`src/rtl/exc_sel_pkg.sv`:
```
package exc_sel_pkg;

    localparam int VEC_W   = 16;
    localparam int CODE_W  = $clog2(VEC_W);
    localparam int NUM_RANK = 14;

    // Mask choice presented on mask_sel
    typedef enum logic [1:0] {
        SEL_ALL   = 2'd0,
        SEL_FRONT = 2'd1,
        SEL_UNIT  = 2'd2,
        SEL_NONE  = 2'd3
    } mask_sel_e;

    // Every defined cause; positions 10 and 14 are reserved
    localparam logic [VEC_W-1:0] FULL_SET  = 16'hBBFF;
    // Causes a fetch front end can raise: 0, 1, 2, 12
    localparam logic [VEC_W-1:0] FRONT_SET = 16'h1007;

    // Ranked cause numbers, index 0 wins
    localparam logic [CODE_W-1:0] RANK_LIST [NUM_RANK] = '{
        4'd3, 4'd12, 4'd1, 4'd2, 4'd0, 4'd11, 4'd9,
        4'd8, 4'd6,  4'd4, 4'd15, 4'd13, 4'd7, 4'd5
    };

endpackage

```
`src/rtl/exc_mask_unit.sv`:
```
module exc_mask_unit
    import exc_sel_pkg::*;
#(
    parameter logic [VEC_W-1:0] UNIT_MASK = 16'hA0F0
) (
    input  logic [VEC_W-1:0] raw_flags,
    input  mask_sel_e        sel,
    output logic [VEC_W-1:0] kept_flags
);

    localparam logic [VEC_W-1:0] UNIT_SET = UNIT_MASK & FULL_SET;

    logic [VEC_W-1:0] keep_mask;

    always_comb begin
        unique case (sel)
            SEL_ALL:   keep_mask = FULL_SET;
            SEL_FRONT: keep_mask = FRONT_SET;
            SEL_UNIT:  keep_mask = UNIT_SET;
            SEL_NONE:  keep_mask = '0;
            default:   keep_mask = '0;
        endcase
    end

    assign kept_flags = raw_flags & keep_mask;

    always_comb begin
        // the reserved positions never survive
        p_reserved_clear_r1: assert (kept_flags[10] == 1'b0 && kept_flags[14] == 1'b0);
        // front-end choice leaves nothing outside 0,1,2,12
        p_front_only_r2: assert (sel != SEL_FRONT || (kept_flags & ~16'h1007) == '0);
        // the empty choice lets nothing through
        p_none_empty_r4: assert (sel != SEL_NONE || kept_flags == '0);
        // a surviving flag was present on the input
        p_subset_r1: assert ((kept_flags & ~raw_flags) == '0);
    end

endmodule

```
`src/rtl/exc_rank_pick.sv`:
```
module exc_rank_pick
    import exc_sel_pkg::*;
(
    input  logic [VEC_W-1:0]  cand,
    output logic              hit,
    output logic [CODE_W-1:0] code
);

    // Walk from the lowest rank up so the highest rank is written last
    always_comb begin
        hit  = 1'b0;
        code = '0;
        for (int r = NUM_RANK - 1; r >= 0; r--) begin
            if (cand[RANK_LIST[r]]) begin
                hit  = 1'b1;
                code = RANK_LIST[r];
            end
        end
    end

    always_comb begin
        // the chosen code points at a set candidate
        p_code_is_set_r7: assert (!hit || cand[code]);
        // a surviving breakpoint always wins
        p_break_wins_r8: assert (!cand[3] || code == 4'd3);
    end

endmodule

```
`src/rtl/exc_cause_sel.sv`:
```
module exc_cause_sel
    import exc_sel_pkg::*;
#(
    parameter logic [15:0] UNIT_MASK = 16'hA0F0
) (
    input  logic [15:0] flags_in,
    input  logic [1:0]  mask_sel,
    output logic [15:0] masked_out,
    output logic        valid,
    output logic [3:0]  cause
);

    logic [VEC_W-1:0]  kept;
    logic              pick_hit;
    logic [CODE_W-1:0] pick_code;

    exc_mask_unit #(
        .UNIT_MASK (UNIT_MASK)
    ) u_mask (
        .raw_flags  (flags_in),
        .sel        (mask_sel_e'(mask_sel)),
        .kept_flags (kept)
    );

    exc_rank_pick u_pick (
        .cand (kept),
        .hit  (pick_hit),
        .code (pick_code)
    );

    assign masked_out = kept;
    assign valid      = pick_hit;
    assign cause      = pick_hit ? pick_code : '0;

    always_comb begin
        // valid agrees with the vector the mask unit produced
        p_valid_matches_r5: assert (valid == (|masked_out));
        // no stale code without a cause
        p_idle_zero_r6: assert (valid || cause == 4'd0);
    end

endmodule

```
`config.mk`:
```
export PLATFORM = sky130hd
export DESIGN_NAME = exc_cause_sel
export DESIGN_NICKNAME = d
export VERILOG_FILES = /design/src/rtl/exc_sel_pkg.sv /design/src/rtl/exc_mask_unit.sv /design/src/rtl/exc_rank_pick.sv /design/src/rtl/exc_cause_sel.sv
export SDC_FILE = /design/constraint.sdc
export NUM_CORES = 1
export LEC_CHECK = 0
export BUFFER_PORTS_ARGS = -buffer_cell sky130_fd_sc_hd__buf_4
export CORE_AREA = 2 2 39 41
export DETAILED_ROUTE_END_ITERATION = 10
export DIE_AREA = 0 0 41 43
export SYNTH_ARGS = -nofsm -noshare
export SYNTH_HDL_FRONTEND = slang
export SYNTH_SLANG_ARGS = --single-unit
export TNS_END_PERCENT = 10
```
`constraint.sdc`:
```
create_clock -name vclk -period 1.3
set_input_delay 0.13 -clock vclk [all_inputs]
set_output_delay 0.13 -clock vclk [all_outputs]
set_load 0.02 [all_outputs]
```
==> impl_results.md, run 1 <==
* Outcome: finished, final reports clean
* RSZ-0062 raised after global routing: true
* Starting Density at 25.1%
* Vias/cell at 4.80
* Fin nets at 118
* # DRC at 0
* Die height at 43 um
* Initial DRC count at 5
* Final hold violations at 0
* Hold_ws at 0.602 ns
* WL/cell at 10.6 um
* Final Wtd Congestion at 0.704
* # port buffers at 35
* Dpl ws at -0.00332 ns
* Hold Path Sink: masked_out[5]
* Crit path time final at 1.27 ns
* Full die area at 1760 um2
* Pleak at 0.346 nW
* Placed Instances at 114
* IO Count at 39
* Cell area after placement at 678 um2
* Yosys top cell by area: nor2b_1
* Syn Area/Cell at 6.10 um2
* CP Capture Type: output pin
* Vias in the first global route at 454
* Yosys top cell area share at 21.6%
* Cell area after synthesis at 348 um2
* Crit Path Class: input port to output pin
* Die outline width at 41 um
* Crit path arrival time at 1.14 ns
* Setup violators final at 0
* Max Slew Vio Count at 0
* Distinct cells, synth at 23
* Post-Synthesis Cells at 57
* Largest stage delay, worst path at 0.29 ns
* CLK BUF at 0
* Maximum number of pins on one net before global-route repair at 15
* Worst path required time at 1.17 ns
* Vias at 547
* Synth warn at 0
* Area grow syn2layout at 108%
* Cts hold-fix bufs at 0
* Most area-consuming cells after synthesis: nor2b_1 (22%), nor2_1 (7.6%), a21oi_1 (7.2%), and2_1 (7.2%), nor3_1 (5.8%)
* Hold Crit Depth at 3
* WL final at 1210 um
* Layout cell share with drive strength beyond 1 at 50.0%
* Min-delay src: flags_in[5]
* Total GRT Usage at 13.9%
* Ant diodes at 0
* Fin worst setup slack at 0.0253 ns
* Fin area at 724 um2
* Startpoint types: input port
* Pwr per Cell Area at 366 nW/um2
* Multi-input gate area at 355 um2
* Seq Cell Count at 0
* Initial antenna violation count at 0
* Antenna Violating Nets Remaining at 0
* Period utilization at 98.1%
* DP Wirelength at 976 um
* Crit-path cells: buf_8 -> nor4_4 -> nor3b_4 -> o21a_1 -> o22ai_1 -> buf_4
* Class of the worst hold path: input port to output pin
* Core Box Area at 1380 um2
* Post-Layout Cell Count at 114
* Register area share after synthesis at 0%
* VDD IR max at 0.000156 V
* TritonRoute pass-1 iters at 4
* Remaining Overflow, GRT at 0
* CP max FO at 2
* Worst path slowest cell: nor4_4
* Row cnt at 14
* Filler instances at 151
* Peak Freq at 784 MHz
* First-pass GRT wire length at 1860 um
* Maxcap violations at 0
* Register area at 0 um2
[synth_stat cells (2+ instances only)]
| master | instances |
|---|---|
| o31ai_1 | 2 |
| buf_4 | 2 |
| nor3_1 | 4 |
| nor4_1 | 3 |
| inv_1 | 2 |
| nand2_1 | 2 |
| and2_1 | 4 |
| nor2_1 | 7 |
| a21oi_1 | 5 |
| nor2b_1 | 12 |
| o21bai_1 | 2 |
[per-layer routing]
layer  vias up  global-route usage [%]  part of all wire (%)
met5         -                       0                     0
met4         0                       0                     0
met3         0                       0                   6.8
met1       242                    21.2                    43
met2        18                    22.5                    51
li1        287                       -                     -
[cells by family (layout without fill, tap and decap cells)]
family	Yosys count	count (layout)	synth area share, %
AOI/OAI and AO/OA	16	16	33.1
and+or+nand+nor	34	34	56.8
buffers and inverters	6	46	8.99
other	1	2	1.08
[worst max-delay path: cells and delay by family]
kind | cells | cell delay (ns)
simple gates | 2 | 0.52
buf+inv | 2 | 0.27
compound gates | 2 | 0.22
[layout by cell type, fill, tap and decap left out, drive strengths merged]
| cell type | n |
|---|---|
| o22ai | 1 |
| o2bb2ai | 1 |
| o32a | 1 |
| o21bai | 2 |
| a2111oi | 1 |
| nand2 | 2 |
| o31ai | 2 |
| nor3b | 1 |
| nor2b | 12 |
| inv | 2 |
| a21oi | 5 |
| nor2 | 7 |
| a211oi | 1 |
| nor4 | 4 |
| o21a | 1 |
| buf | 44 |
| o21ai | 1 |
| nor3 | 4 |
| conb | 2 |
| and2 | 4 |
[layout make-up]
cell class	instances	share of cell area, %
inverters	2	1.04
multi-input cells	52	49.1
well taps	16	2.76
repair buffers	44	47.2
[repair_timing]
action	in CTS	in global routing
setup buffers	0	0
gates cloned	0	0
pin swaps	0	2
setup endpoints to repair	1	3
gates resized for setup	1	7
[worst max path at each step]
| stage | from | endpoint | cells past startpoint |
|---|---|---|---|
| floorplan | flags_in[8] | cause[2] | 3 |
| global placement | flags_in[8] | cause[2] | 5 |
| detailed placement | flags_in[8] | cause[2] | 5 |
| CTS | flags_in[15] | valid | 6 |
| global route | flags_in[5] | valid | 6 |
| finish | flags_in[5] | valid | 6 |
[power by group]
part | internal (mW) | switching (mW) | total, mW
combinational | 0.127 | 0.138 | 0.265
sequential | 0 | 0 | 0
clock | 0 | 0 | 0
total | 0.127 | 0.138 | 0.265
[per-stage QoR]
stage               setup TNS [ns]  total power, mW  util [%]
floorplan                        0            0.121         -
global placement           -0.0404            0.251      49.0
detailed placement        -0.00332            0.252      49.0
CTS                              0            0.254      49.5
global route               -0.0752            0.287      52.4
finish                           0            0.265      52.4
Note: power is estimated with default switching activity, not from simulation.
==> inputs of run 2 (changes only) <==
--- a/config.mk
+++ b/config.mk
@@ -11,5 +11,6 @@
 export DIE_AREA = 0 0 41 43
 export SYNTH_ARGS = -nofsm -noshare
 export SYNTH_HDL_FRONTEND = slang
+export SYNTH_HIERARCHICAL = 1
 export SYNTH_SLANG_ARGS = --single-unit
 export TNS_END_PERCENT = 10
==> run 2 against run 1 <==
The run now ends with negative setup slack left. Combinational power rose by 30%. First-iteration DRC count rose by 20%. Global-route usage is 0.80 points higher. Via count shrank 3.8%. Setup slack worse by 0.85 ns. Routed wire length grew 4.1%. Cell area rose by 11%. Synthesized cell count shrank 16%. Sequential share of layout area unchanged. Non-clock buffer count up 12. Sequential cell count unchanged. Critical path type unchanged. Critical endpoint is now cause[2].
==> impl_results.md, run 2 <==
* TritonRoute pass-1 iters at 3 (-1)
* Commonest cells after routing, fill and taps aside: buf_4 (50), nor2b_1 (10), buf_6 (6)
* Fin worst setup slack at -0.824 ns (-0.849 ns)
* # DRC at 0 (unchanged)
* Maximum number of pins on one net before global-route repair at 8 (-7)
* Row cnt at 14 (unchanged)
* Filler instances at 132 (-13%)
* Remaining Overflow, GRT at 0 (unchanged)
* Period utilization at 163% (+65 points)
* Syn Area/Cell at 6.80 um2 (+11%)
* Startpoint types: input port
* Delay-heaviest family, CP: simple AND/OR/NAND/NOR gates
* Initial DRC count at 6 (+1)
* Antenna Violating Nets Remaining at 0 (unchanged)
* WL final at 1260 um (+4.1%)
* Crit Path Class: input port to output pin
* Pleak at 0.412 nW (+19%)
* M1 WL at 491 um (-4.5%)
* Dpl ws at -0.908 ns (-0.905 ns)
* Cts hold-fix bufs at 0 (unchanged)
* Outcome: finished, violations left
* Worst path required time at 1.17 ns (about the same)
* Class of the worst hold path: input port to output pin
* Max Used Layer: met3
* Initial antenna violation count at 0 (unchanged)
* Vias/cell at 4.46 (-7.1%)
* VDD IR max at 0.000174 V (+12%)
* Most area-consuming cells after synthesis: nor2b_1 (21%), nor3b_2 (15%), and2_1 (9.6%), nand2b_1 (5.7%), nor2_1 (5.7%)
* Met3 wire len at 97 um (+18%)
* Total GRT Usage at 14.7% (+0.80 points)
* Seq Cell Count at 0 (unchanged)
* Die outline width at 41 um (unchanged)
* Final hold violations at 0 (unchanged)
* Core Box Area at 1380 um2 (unchanged)
* # port buffers at 35 (unchanged)
* CP max FO at 5 (+3)
* Setup TNS at -4.02 ns (-4.02 ns)
* Fin nets at 122 (+3.4%)
* Die height at 43 um (unchanged)
* Combinational share of power at 100.0% (about the same)
* Full die area at 1760 um2 (unchanged)
* Int Pwr at 0.198 mW (+56%)
* First-pass GRT wire length at 1910 um (+2.6%)
* Switching power at 0.147 mW (+6.5%)
* Yosys top cell by area: nor2b_1
* Area grow syn2layout at 147%
* Register area share after synthesis at 0% (unchanged)
* Crit path arrival time at 1.99 ns (+0.85 ns)
* Crit-path cells: buf_6 -> nor3b_4 -> or4_4 -> or4_4 -> or3b_4 -> and2_4 -> buf_6
* Most numerous cell in the Yosys netlist: nor2b_1
* Max Slew Vio Count at 0 (unchanged)
* Switching share of power at 42.6% (-9.4 points)
* Synth warn at 6 (+6)
* RSZ-0062 raised after global routing: true
* Register area at 0 um2 (unchanged)
* Setup violators final at 5 (+5)
* Clock Power Share at 0% (unchanged)
* Cell area after synthesis at 327 um2 (-6.1%)
* WP buf/inv at 2 (unchanged)
* WL/cell at 10.7 um (+0.61%)
* CLK BUF at 0 (unchanged)
* Maxcap violations at 0 (unchanged)
* Metal2 WL at 669 um (+9.5%)
* Failing checks: negative setup slack
* Layout cell share with drive strength beyond 1 at 69.6% (+20 points)
* Sequential Power Share at 0% (unchanged)
* Hold Path Sink: masked_out[1]
* Hold Crit Depth at 4 (+1)
* Yosys top cell area share at 21.1% (-0.51 points)
* Distinct cells, synth at 20 (-13%)
* Vias in the first global route at 479 (+5.5%)
* Peak Freq at 471 MHz (-40%)
* Most common cell after layout, fill and taps aside: buf_4
* CP Capture Type: output pin
* Crit path time final at 2.12 ns (+0.849 ns)
* IO Count at 39 (unchanged)
* Ant diodes at 0 (unchanged)
* Most frequent cells after synthesis: nor2b_1 (11), and2_1 (5), nor2_1 (5)
* Final Wtd Congestion at 0.690 (-2.0%)
* Vias at 526 (-3.8%)
* Largest stage delay, worst path at 0.51 ns (+0.22 ns)
* Pwr per Cell Area at 428 nW/um2 (+17%)
* Min-delay src: flags_in[1]
* Post-Synthesis Cells at 48 (-16%)
* Starting Density at 23.6% (-1.5 points)
* DP Wirelength at 1070 um (+9.7%)
* Worst path slowest cell: or4_4
-- run 2: changes by cell type after synthesis, sizes merged, moves of 2 or more --
| cell | before | now |
|---|---|---|
| nor4 | 4 | 2 |
| clkbuf | 2 | 0 |
| or4 | 0 | 2 |
| nor3 | 4 | 1 |
| inv | 2 | 0 |
| nand2b | 0 | 3 |
| a21oi | 5 | 2 |
| o31ai | 2 | 0 |
| nor3b | 1 | 4 |
| nor2 | 7 | 5 |
| o21bai | 2 | 0 |
-- run 2: power groups by stage --
stage / Sequential, mW / Combinational, mW / Clock [mW]
2_1_floorplan: 0 / 0.167 / 0
3_3_place_gp: 0 / 0.312 / 0
3_5_place_dp: 0 / 0.315 / 0
4_1_cts: 0 / 0.344 / 0
5_1_grt: 0 / 0.370 / 0
6_report: 0 / 0.345 / 0
-- run 2: cells by family (layout without fill, tap and decap cells) --
family | after synthesis | in the layout | synth area share (%)
buffers and inverters | 3 | 56 | 8.04
AND/OR/NAND/NOR | 36 | 36 | 73.2
AO/OA/AOI/OAI | 8 | 8 | 17.6
other | 1 | 2 | 1.15
-- run 2: worst max path at each step --
stage | start | end | slack, ns | cells past startpoint
6_report | flags_in[11] | cause[2] | -0.82 | 7
2_1_floorplan | mask_sel[0] | cause[0] | -0.74 | 6
3_5_place_dp | flags_in[9] | cause[2] | -0.91 | 7
5_1_grt | flags_in[11] | cause[3] | -0.86 | 7
4_1_cts | flags_in[11] | cause[2] | -0.90 | 7
3_3_place_gp | flags_in[9] | cause[3] | -0.88 | 7
-- run 2: per-layer routing --
layer / vias up / GRT usage [%]
li1: 276 / -
met1: 227 / 17.4
met2: 23 / 28.1
met3: 0 / 1.05
met4: 0 / 0
met5: - / 0
-- run 2: repair_timing --
item                       CTS  global route
gates resized for setup     11             1
buffers inserted             1             0
setup endpoints to repair    5             5
pin swaps                    3             2
-- run 2: worst min-delay path, delay by kind of cell --
family	cells	cell delay, ns
buf+inv	3	0.32
simple gates	1	0.12
-- run 2: area by class of cell --
class	instances	area, um2	share of cell area [%]
Timing Repair Buffer	56	443	54.9
Tap cell	16	20.0	2.48
Multi-Input combinational cell	46	344	42.6
-- run 2: through the flow --
stage          hold WS (ns)  cells  instance area [um2]  util [%]  power, mW
2_1_floorplan         0.320     49                  343         -      0.167
3_3_place_gp          0.700    117                  749      54.2      0.312
3_5_place_dp          0.705    117                  749      54.2      0.315
4_1_cts               0.707    118                  801      57.9      0.344
5_1_grt               0.725    118                  807      58.3      0.370
6_report              0.705    118                  807      58.3      0.345
==> inputs of run 3 (changes only) <==
--- a/config.mk
+++ b/config.mk
@@ -9,6 +9,7 @@
 export CORE_AREA = 2 2 39 41
 export DETAILED_ROUTE_END_ITERATION = 10
 export DIE_AREA = 0 0 41 43
+export RECOVER_POWER = 50
 export SYNTH_ARGS = -nofsm -noshare
 export SYNTH_HDL_FRONTEND = slang
 export SYNTH_HIERARCHICAL = 1
==> run 3 against run 2 <==
The run still ends with negative setup slack left. Worst hold slack gained 0.031 ns. Final cell count stayed put. Fmax is the same. Die area unchanged. Core utilization shrank 0.54 points. Clock-buffer cell count did not move. Sequential cell count is the same. Routed wire length fell by 0.16%. Critical endpoint unchanged. Highest routed layer unchanged.
==> impl_results.md, run 3 (synthesis gave the netlist of run 2 again) <==
* Largest stage delay, worst path at 0.51 ns (about the same)
* Dpl ws at -0.908 ns (unchanged)
* WL final at 1260 um (-0.16%)
* Peak Freq at 471 MHz (unchanged)
* Startpoint types: input port
* Crit-path cells: buf_6 -> nor3b_4 -> or4_4 -> or4_4 -> or3b_4 -> and2_4 -> buf_6
* Class of the worst hold path: input port to output pin
* Total power at 0.343 mW (-0.72%)
* Worst path slowest cell: or4_4
* Initial DRC count at 6 (unchanged)
* Int Pwr at 0.196 mW (-1.2%)
* Worst path required time at 1.17 ns (about the same)
* Register area at 0 um2 (unchanged)
* TritonRoute pass-1 iters at 4 (+1)
* Failing checks: negative setup slack
* Core Box Area at 1380 um2 (unchanged)
* Clock Power Share at 0% (unchanged)
* Vias/cell at 4.46 (unchanged)
* Combinational share of power at 100.0% (about the same)
* CP Capture Type: output pin
* First-pass GRT wire length at 1910 um (unchanged)
* WL/cell at 10.6 um (-0.16%)
* WP buf/inv at 2 (unchanged)
* Area grow syn2layout at 145%
* Fin nets at 122 (unchanged)
* Crit path time final at 2.12 ns (-0.00000100 ns)
* Remaining Overflow, GRT at 0 (unchanged)
* CP Depth at 7 (unchanged)
* Pleak at 0.404 nW (-2.0%)
* Antenna Violating Nets Remaining at 0 (unchanged)
* Row cnt at 14 (unchanged)
* Post-Layout Cell Count at 118 (unchanged)
* Hold Path Sink: masked_out[7]
* CLK BUF at 0 (unchanged)
* Min-delay src: flags_in[7]
* Die outline width at 41 um (unchanged)
* Layout cell share with drive strength beyond 1 at 67.6% (-2.0 points)
* Maximum number of pins on one net before global-route repair at 8 (unchanged)
* Crit path arrival time at 1.99 ns (about the same)
* # port buffers at 35 (unchanged)
* Fin worst setup slack at -0.824 ns (+0.00000100 ns)
* CP max FO at 5 (unchanged)
* # DRC at 0 (unchanged)
* Final Wtd Congestion at 0.690 (unchanged)
* IO Count at 39 (unchanged)
* Sequential Power Share at 0% (unchanged)
* Period utilization at 163% (about the same)
* Vias at 526 (unchanged)
* Placed Instances at 117 (unchanged)
* Outcome: finished, violations left
* Hold Crit Depth at 4 (unchanged)
* Initial antenna violation count at 0 (unchanged)
* Vias in the first global route at 479 (unchanged)
* Die height at 43 um (unchanged)
* Pwr per Cell Area at 429 nW/um2 (+0.22%)
* Maxcap violations at 0 (unchanged)
* Ant diodes at 0 (unchanged)
* Max Slew Vio Count at 0 (unchanged)
* VDD IR max at 0.000174 V (about the same)
* Final hold violations at 0 (unchanged)
* Most common cell after layout, fill and taps aside: buf_4
* DP Wirelength at 1070 um (unchanged)
* Switching share of power at 42.9% (+0.28 points)
* Total GRT Usage at 14.7% (unchanged)
* Delay-heaviest family, CP: simple AND/OR/NAND/NOR gates
* Full die area at 1760 um2 (unchanged)
* Commonest cells after routing, fill and taps aside: buf_4 (48), nor2b_1 (10), buf_6 (6)
* Setup violators final at 5 (unchanged)
* Crit Path Class: input port to output pin
* Switching power at 0.147 mW (about the same)
* Seq Cell Count at 0 (unchanged)
* Starting Density at 23.6% (unchanged)
* RSZ-0062 raised after global routing: true
-- run 3: how the worst max path moves through the flow --
stage	slack, ns	startpoint	endpoint
2_1_floorplan	-0.74	mask_sel[0]	cause[0]
3_3_place_gp	-0.88	flags_in[9]	cause[3]
3_5_place_dp	-0.91	flags_in[9]	cause[2]
4_1_cts	-0.90	flags_in[11]	cause[2]
5_1_grt	-0.86	flags_in[11]	cause[3]
6_report	-0.82	flags_in[11]	cause[2]
-- run 3: final cells by class --
cell class / instances / area, um2
Multi-Input combinational cell: 46 / 344
Timing Repair Buffer: 56 / 435
Fill cell: 136 / 584
Tap cell: 16 / 20.0
-- run 3: power by group through the flow --
stage          clock network (mW)  registers, mW  logic, mW
2_1_floorplan                   0              0      0.167
3_3_place_gp                    0              0      0.312
3_5_place_dp                    0              0      0.315
4_1_cts                         0              0      0.344
5_1_grt                         0              0      0.367
6_report                        0              0      0.343
-- run 3: through the flow --
step | area, um2 | util, % | hold slack, ns | setup TNS (ns)
after detailed placement | 749 | 54.2 | 0.705 | -4.41
final | 800 | 57.8 | 0.736 | -4.02
after floorplan | 343 | - | 0.320 | -3.49
after CTS | 801 | 57.9 | 0.707 | -4.42
after global routing | 800 | 57.8 | 0.764 | -4.17
after global placement | 749 | 54.2 | 0.700 | -4.29
-- run 3: repair_timing --
item	4_1_cts	5_1_grt
pin swaps	3	2
hold buffers	0	0
buffers inserted	1	0
endpoints found under the setup margin	5	5
resized for setup	11	1
-- run 3: layer usage --
metal / wire (um) / track usage, %
met5: 0 / 0
met3: 97 / 1.05
met1: 490 / 17.4
met4: 0 / 0
met2: 668 / 28.1
